==> src/rtl/cts_pkg.sv <==
package cts_pkg;
  typedef enum logic [1:0] {
    ST_DISCH  = 2'd0,
    ST_WAIT   = 2'd1,
    ST_SAMPLE = 2'd2,
    ST_GAP    = 2'd3
  } scan_st_e;
endpackage

==> src/rtl/cts_sync.sv <==
module cts_sync #(
  parameter int WIDTH  = 4,
  parameter int STAGES = 2
) (
  input  logic             clk_i,
  input  logic             rst_ni,
  input  logic [WIDTH-1:0] d_i,
  output logic [WIDTH-1:0] q_o
);
  logic [WIDTH-1:0] stg_q [STAGES];

  always_ff @(posedge clk_i or negedge rst_ni) begin
    if (!rst_ni) begin
      for (int s = 0; s < STAGES; s++) stg_q[s] <= '0;
    end else begin
      stg_q[0] <= d_i;
      for (int s = 1; s < STAGES; s++) stg_q[s] <= stg_q[s-1];
    end
  end

  assign q_o = stg_q[STAGES-1];
endmodule

==> src/rtl/cts_seq.sv <==
module cts_seq
  import cts_pkg::*;
#(
  parameter int DISCH_CYC = 8,
  parameter int GAP_CYC   = 4,
  parameter int TMO_CYC   = 64
) (
  input  logic clk_i,
  input  logic rst_ni,
  input  logic any_hi_i,
  output logic disch_o,
  output logic sample_o
);
  localparam int MAX_A = (DISCH_CYC > GAP_CYC) ? DISCH_CYC : GAP_CYC;
  localparam int MAX_C = (MAX_A > TMO_CYC) ? MAX_A : TMO_CYC;
  localparam int CW    = $clog2(MAX_C + 1);

  scan_st_e        st_q, st_d;
  logic [CW-1:0]   cnt_q, cnt_d;

  always_comb begin
    st_d  = st_q;
    cnt_d = cnt_q + CW'(1);
    unique case (st_q)
      ST_DISCH: if (cnt_q == CW'(DISCH_CYC - 1)) begin
        st_d  = ST_WAIT;
        cnt_d = '0;
      end
      ST_WAIT: begin
        if (any_hi_i) begin
          st_d  = ST_SAMPLE;
          cnt_d = '0;
        end else if (cnt_q == CW'(TMO_CYC - 1)) begin
          st_d  = ST_GAP;   // no pin rose: abandon scan
          cnt_d = '0;
        end
      end
      ST_SAMPLE: begin
        st_d  = ST_GAP;
        cnt_d = '0;
      end
      ST_GAP: if (cnt_q == CW'(GAP_CYC - 1)) begin
        st_d  = ST_DISCH;
        cnt_d = '0;
      end
      default: begin
        st_d  = ST_DISCH;
        cnt_d = '0;
      end
    endcase
  end

  always_ff @(posedge clk_i or negedge rst_ni) begin
    if (!rst_ni) begin
      st_q  <= ST_DISCH;
      cnt_q <= '0;
    end else begin
      st_q  <= st_d;
      cnt_q <= cnt_d;
    end
  end

  assign disch_o  = (st_q == ST_DISCH);
  assign sample_o = (st_q == ST_SAMPLE);

  // discharge leaves only after its full hold time
  a_r2_disch_len: assert property (@(posedge clk_i) disable iff (!rst_ni)
    (st_q == ST_WAIT && $past(st_q) == ST_DISCH) |-> $past(cnt_q) == CW'(DISCH_CYC - 1));

  // sampling happens one cycle after the first synchronised high
  a_r4_sample_after_hi: assert property (@(posedge clk_i) disable iff (!rst_ni)
    (st_q == ST_SAMPLE) |-> ($past(st_q) == ST_WAIT && $past(any_hi_i)));

  // an exhausted wait window goes to the gap and skips the sample
  a_r9_tmo_to_gap: assert property (@(posedge clk_i) disable iff (!rst_ni)
    (st_q == ST_WAIT && cnt_q == CW'(TMO_CYC - 1) && !any_hi_i) |=> (st_q == ST_GAP));
endmodule

==> src/rtl/cts_eval.sv <==
module cts_eval #(
  parameter int N_PADS = 4
) (
  input  logic              clk_i,
  input  logic              rst_ni,
  input  logic              sample_i,
  input  logic [N_PADS-1:0] sync_i,
  output logic [N_PADS-1:0] touch_o,
  output logic [N_PADS-1:0] press_o
);
  logic [N_PADS-1:0] touch_q, press_q, touch_new;

  // low at the sample means touched; all high means none touched
  always_comb begin
    touch_new = ~sync_i;
    if (&sync_i) touch_new = '0;
  end

  always_ff @(posedge clk_i or negedge rst_ni) begin
    if (!rst_ni) begin
      touch_q <= '0;
      press_q <= '0;
    end else if (sample_i) begin
      touch_q <= touch_new;
      press_q <= touch_new & ~touch_q;
    end else begin
      press_q <= '0;
    end
  end

  assign touch_o = touch_q;
  assign press_o = press_q;

  // pulse only on 0->1 of the touch bit
  a_r7_press_rise: assert property (@(posedge clk_i) disable iff (!rst_ni)
    (|press_q) |-> (((press_q & $past(touch_q)) == '0) && ((press_q & ~touch_q) == '0)));

  // pulses come only from a sample
  a_r8_press_from_sample: assert property (@(posedge clk_i) disable iff (!rst_ni)
    (|press_q) |-> $past(sample_i));

  // result held when no sample is taken
  a_r9_hold_no_sample: assert property (@(posedge clk_i) disable iff (!rst_ni)
    !sample_i |=> $stable(touch_q));
endmodule

==> src/rtl/cap_touch_scan.sv <==
module cap_touch_scan #(
  parameter int N_PADS    = 4,
  parameter int DISCH_CYC = 8,
  parameter int GAP_CYC   = 4,
  parameter int TMO_CYC   = 64
) (
  input  logic              clk_i,
  input  logic              rst_ni,
  input  logic [N_PADS-1:0] pad_i,
  output logic [N_PADS-1:0] pad_oe_o,
  output logic [N_PADS-1:0] pad_do_o,
  output logic [N_PADS-1:0] touch_o,
  output logic [N_PADS-1:0] press_o
);
  logic [N_PADS-1:0] pad_s;
  logic              disch, sample;

  cts_sync #(.WIDTH(N_PADS), .STAGES(2)) u_sync (
    .clk_i (clk_i),
    .rst_ni(rst_ni),
    .d_i   (pad_i),
    .q_o   (pad_s)
  );

  cts_seq #(
    .DISCH_CYC(DISCH_CYC),
    .GAP_CYC  (GAP_CYC),
    .TMO_CYC  (TMO_CYC)
  ) u_seq (
    .clk_i   (clk_i),
    .rst_ni  (rst_ni),
    .any_hi_i(|pad_s),
    .disch_o (disch),
    .sample_o(sample)
  );

  cts_eval #(.N_PADS(N_PADS)) u_eval (
    .clk_i   (clk_i),
    .rst_ni  (rst_ni),
    .sample_i(sample),
    .sync_i  (pad_s),
    .touch_o (touch_o),
    .press_o (press_o)
  );

  assign pad_oe_o = {N_PADS{disch}};
  assign pad_do_o = '0;
endmodule

==> config.mk <==
export PLATFORM = sky130hd
export DESIGN_NAME = cap_touch_scan
export DESIGN_NICKNAME = d
export VERILOG_FILES = /design/src/rtl/cts_pkg.sv /design/src/rtl/cts_sync.sv /design/src/rtl/cts_seq.sv /design/src/rtl/cts_eval.sv /design/src/rtl/cap_touch_scan.sv
export SDC_FILE = /design/constraint.sdc
export NUM_CORES = 1
export LEC_CHECK = 0
export CAP_MARGIN = 10
export CORE_MARGIN = 2
export CORE_UTILIZATION = 28
export DETAILED_ROUTE_END_ITERATION = 16
export DONT_BUFFER_PORTS = 1
export GPL_ROUTABILITY_DRIVEN = 0
export PLACE_DENSITY_LB_ADDON = 0.1
export REMOVE_ABC_BUFFERS = 1
export SYNTH_ARGS = -nofsm -noshare
export SYNTH_HDL_FRONTEND = slang
export SYNTH_SLANG_ARGS = --single-unit
==> constraint.sdc <==
create_clock -name clk_i -period 2.55 [get_ports clk_i]
set_clock_uncertainty 0.1 [all_clocks]
set_input_delay 0.255 -clock clk_i [delete_from_list [all_inputs] [get_ports clk_i]]
set_output_delay 0.255 -clock clk_i [all_outputs]
set_load 0.05 [all_outputs]
## After elaboration in Yosys (flattened, before gate mapping)

Cells that the tools add are included.

- Bits in registers: 25
- Bits of input ports: 6
- Output and inout port bits: 16
- Logic and storage cells: 35

- $add $sub $neg: 1
- Eq/ne operators: 9
- Mux-type cells: 12
- Bitwise gates (word level): 3
- Reductions and logical operators: 4

Operators by type and width:

| kind | number |
|---|---|
| $mux W7 | 4 |
| $pmux W7 S4 | 1 |
| $mux W2 | 4 |
| $mux W4 | 2 |
| $not A4 Y4 | 2 |
| $pmux W2 S4 | 1 |
| $add A7 B1 Y7 const B | 1 |
| $eq A7 B2 Y1 const B | 1 |
| $eq A7 B3 Y1 const B | 1 |
| $eq A7 B6 Y1 const B | 1 |
| $and A4 B4 Y4 | 1 |
| $eq A2 B2 Y1 const B | 2 |
| $ne A2 B1 Y1 const B | 2 |
| $reduce_and A4 Y1 | 1 |
| $reduce_or A4 Y1 | 1 |
| $ne A3 B1 Y1 const B | 1 |
| $reduce_and A3 Y1 | 1 |
| $eq A2 B1 Y1 const B | 1 |
| $logic_not A2 Y1 | 1 |

## Longest topological paths before layout

- Depth in word-level cells: 4
- Depth in mapped cells: 5
- Depth with buffers taken out: 5

## By module

From an unflattened synthesis, not the netlist that was laid out.

- Cell total of the unflattened synthesis: 96
- Area total of the unflattened synthesis: 1,119.8 um2

By module, submodules not included:

| module | times used | cells each | area each (um2) | sequential area each (um2) |
|---|---|---|---|---|
| cts_seq | 1 | 51 | 535.5 | 225.2 |
| cts_eval | 1 | 23 | 282.8 | 200.2 |
| cts_sync | 1 | 12 | 230.2 | 200.2 |
| cap_touch_scan | 1 | 10 | 71.3 | 0.0 |

## Least setup slack after synthesis

OpenSTA, ideal clock, no wires.

- Kind: reg2reg
- From: register u_seq.cnt_q[0]
- To: register u_seq.st_q[1]
- Library setup time: 125 ps
- Arrival time: 1,670 ps
- Required time: 2,325 ps
- Path slack: 655 ps
- Stages on the path, launching flop included: 6
- Buffers on the path: 0
- Clock period less this slack: 1,895 ps
- Cells stage by stage: dfrtp_1 > ha_1 > or4b_4 > o31ai_4 > o211ai_2 > mux2_4

- Word-level cells in the longest chain between the ends: 3
- Elaborated cells between the ends (all ways): 7
- Classes of those cells: 6 x eq/ne; 1 x reduce/logical

RTL lines:

| what | line | RTL |
|---|---|---|
| start, declared | cts_seq.sv:19 | `logic [CW-1:0] cnt_q, cnt_d;` |
| start signal, assigned | cts_seq.sv:59 | `cnt_q <= cnt_d;` |
| $eq A7 B6 Y1 (tied with other cells) | cts_seq.sv:33 | `end else if (cnt_q == CW'(TMO_CYC - 1)) begin` |
| $ne A3 B1 Y1 (no line) or $ne A2 B1 Y1 (tied branches) | -- |  |
| $reduce_and A3 Y1 (no line) (*) | -- |  |
| end signal, assigned | cts_seq.sv:58 | `st_q <= st_d;` |
| end, declared | cts_seq.sv:18 | `scan_st_e st_q, st_d;` |

Every way passes the cells marked *; elsewhere a longest branch is shown, timed or not.
A chain may end at the register's enable or synchronous reset.

## Worst setup path after layout

- From: register u_seq.cnt_q[0]
- To: register u_seq.cnt_q[6]

- Word-level cells in the longest chain between the ends: 4
- Elaborated cells between the ends (all ways): 9
- Classes of those cells: 1 x add/sub; 3 x eq/ne; 5 x mux

RTL lines:

| what | line | RTL |
|---|---|---|
| $add A7 B1 Y7 or $eq A7 B6 Y1 (tied branches) | cts_seq.sv:23, cts_seq.sv:33 |  |
| $mux W7 | cts_seq.sv:33 |  |
| $mux W7 | cts_seq.sv:30 | `if (any_hi_i) begin` |
| $pmux W7 S4 (*) | cts_seq.sv:24 | `unique case (st_q)` |
| named net u_seq.cnt_d[6] | cts_seq.sv:19 |  |

Mark *: on every way through the listed nets, which the timed path passes. The rest lies on a longest branch.

==> flow_metrics.env <==
export IMPL_grt_pass1_wl_mm=2.95
export IMPL_worst_pin_slew_ns=0.545
export IMPL_slowest_delay_ns=0.50
export IMPL_synth_area_leaders="dfrtp_1 58%, ha_1 5.8%, buf_4 5.6%"
export IMPL_start_kind="flip-flop"
export IMPL_fmax_mhz=507
export IMPL_hold_path_depth=0
export IMPL_avgRoutedWirePerCell_um=12.0
export IMPL_routed_wl_mm=1.72
export IMPL_io_buffers=0
export IMPL_ctsHtreeMaxLevel=1
export IMPL_fp_dieW_um=65.9
export IMPL_drc=0
export IMPL_synth_edf_count=0
export IMPL_firstDrtPassIters=4
export IMPL_slew_headroom_pct=63.9
export IMPL_die_h_um=65.9
export IMPL_antenna_found_initial=0
export IMPL_num_fill_cells=379
export IMPL_synth_cells=89
export IMPL_clock_latency_ns=0.27
export IMPL_design_area_um2=1210
export IMPL_ff2ff_path_depth=5
export IMPL_crit_fanout=7
export IMPL_worst_setup_path_end_kind="flip-flop"
export IMPL_grt_pass1_vias=613
export IMPL_synthArstFlopShare_pct=100
export IMPL_cts_tree="yes"
export IMPL_ys_seq_elements=25
export IMPL_start_util_pct=29.3
export IMPL_maxCapViolCount=0
export IMPL_power_density_nw_per_um2=1180
export IMPL_layout_min_cycle_time_ns=1.97
export IMPL_dp_hpwl_mm=1.16
export IMPL_syn_area_um2=1070
export IMPL_grt_max_degree=26
export IMPL_ys_seq_area_share_pct=58.3
export IMPL_period_share_pct=77.3
export IMPL_num_nets_final=107
export IMPL_yosysTopAreaCellShare_pct=58.3
export IMPL_cts_root_buf="clkbuf_8"
export IMPL_grt_use_total_pct=9.29
export IMPL_post_cts_setup_buffer_count=0
export IMPL_drt_iter0_markers=37
export IMPL_min_path_type="flip-flop to flip-flop"
export IMPL_grt_overflow=0
export IMPL_drtAntennaViolNets=0
export IMPL_ys_warn_count=0
export IMPL_crit_required_ns=2.59
export IMPL_viasPerCell=4.24
export IMPL_dpl_cell_area_um2=1100
export IMPL_core_um2=3660
export IMPL_numClockSinks=25
export IMPL_setup_tns_ns=0
export IMPL_rsz0062_at_grt="false"
export IMPL_synth_flop_cell="dfrtp_1"
export IMPL_num_vias=606
export IMPL_die_area_um2=4340
export IMPL_syn_to_final_growth_pct=13.2
export IMPL_cp_data_arrival_time_ns=2.02
export IMPL_synth_cell_types=26
export IMPL_diodes=0
export IMPL_status="complete, no violations"
export IMPL_power_leakage_nw=0.542
export IMPL_drive_above_1_share_pct=12.6
export IMPL_worstSetupPathType="flip-flop to flip-flop"
export IMPL_path_clk_slew_ns=0.08
export IMPL_synthMostInstantiatedCell="dfrtp_1"
export IMPL_synthTopCellsByCount="25 x dfrtp_1, 8 x buf_4, 8 x nor3_1"
export IMPL_cts_buffer_depth=2
export IMPL_path_cells="ha_1 > or4b_4 > o31ai_4 > o211a_1 > nor3_1"
export IMPL_setup_viol=0
export IMPL_cp_slowest_cell="or4b_4"
export IMPL_rows=22
export IMPL_yosys_area_top_type="dfrtp_1"
export IMPL_ios=22
export IMPL_cts_inserted_buffers=3
export IMPL_slew_viol_final=0
export IMPL_avgSynthCellArea_um2=12.0
export IMPL_hold_violations=0
export IMPL_vdd_ir_drop_max_v=0.000456
[registers in the layout (all words and copies together), names as in the netlist]
signal	count
u_eval.press_o	4
u_eval.touch_o	4
u_seq.cnt_q	7
u_seq.st_q	2
u_sync.q_o	4
u_sync.stg_q	4
[layout by cell type (no fill, tap or decap), types with 2 or more instances in the layout]
master         instances
conb_1                 4
dlygate4sd3_1          5
xnor2_1                2
nor3b_1                3
nor3_1                 8
dfrtp_1               25
inv_1                  6
buf_4                  2
nand2b_1               3
nand2_1                2
ha_1                   4
nor2_1                 7
nand3_1                2
xor2_1                 2
o21ai_0                3
clkbuf_8               3
[final cells by class]
class | instances | area (µm²) | area share, %
clock buffer | 3 | 41.3 | 3.40
clock inverter | 1 | 5.00 | 0.412
inverter | 6 | 22.5 | 1.86
multi-input combinational | 52 | 374 | 30.8
sequential | 25 | 626 | 51.5
tap | 48 | 60.1 | 4.95
timing repair buffer | 8 | 85.1 | 7.01
[metrics by stage]
step / hold slack (ns) / util (%) / std cells / total power, mW / setup WS [ns]
2_1_floorplan: -0.141 / - / 83 / 1.11 / -0.447
3_3_place_gp: -0.140 / 30.0 / 133 / 1.19 / 0.617
3_5_place_dp: -0.140 / 30.0 / 133 / 1.20 / 0.577
4_1_cts: 0.257 / 33.2 / 143 / 1.46 / 0.570
5_1_grt: 0.272 / 33.2 / 143 / 1.53 / 0.463
6_report: 0.253 / 33.2 / 143 / 1.43 / 0.578
[power breakdown]
| part | internal, mW | switching, mW | total (mW) |
|---|---|---|---|
| logic | 0.173 | 0.312 | 0.485 |
| clock network | 0.109 | 0.122 | 0.231 |
| registers | 0.480 | 0.238 | 0.718 |
[worst max-delay path: cells and delay by family, from the launching register on]
family                     cells  cell delay (ns)
adders and majority gates      1             0.21
DFF                            1             0.38
and+or+nand+nor                2             0.60
AOI/OAI and AO/OA              2             0.57
[cells by family (layout without fill, tap and decap cells)]
logic type               count (synthesis)  count (layout)  share of synthesized area (%)
flip-flops                              25              25                           58.3
AO/OA/AOI/OAI                           10              10                           8.17
buffers and inverters                   15              18                           8.05
AND/OR/NAND/NOR                         27              27                           13.7
other                                    1               4                          0.350
adder cells (fa/ha/maj)                  5               5                           5.83
XOR/XNOR                                 4               4                           3.27
multiplexers                             2               2                           2.33
[path summary, 6_finish.rpt]
kind / start / end / slack [ns]
max: u_seq.cnt_q[0] / u_seq.cnt_q[6] / 0.58
min: u_sync.stg_q[6] / u_sync.q_o[2] / 0.25
max reg2reg: u_seq.cnt_q[0] / u_seq.cnt_q[6] / 0.58
min reg2reg: u_sync.stg_q[6] / u_sync.q_o[2] / 0.25
max in group asynchronous: rst_ni / u_seq.cnt_q[2] / 1.89
min in group asynchronous: rst_ni / u_eval.press_o[0] / 0.31
[per-layer routing]
metal  share of wire [%]  wire length, µm  global-route usage, %
met1                  46              792                   11.3
met4                 1.0               18                   3.91
met5                   0                0                      0
met2                  47              809                   14.6
met3                 5.9              102                   3.58
[timing repair]
item                      4_1_cts  5_1_grt
resized for setup               0        0
hold endpoints to repair       29        0
hold buffers                    6        0
Note: power is estimated with default switching activity, not from simulation.
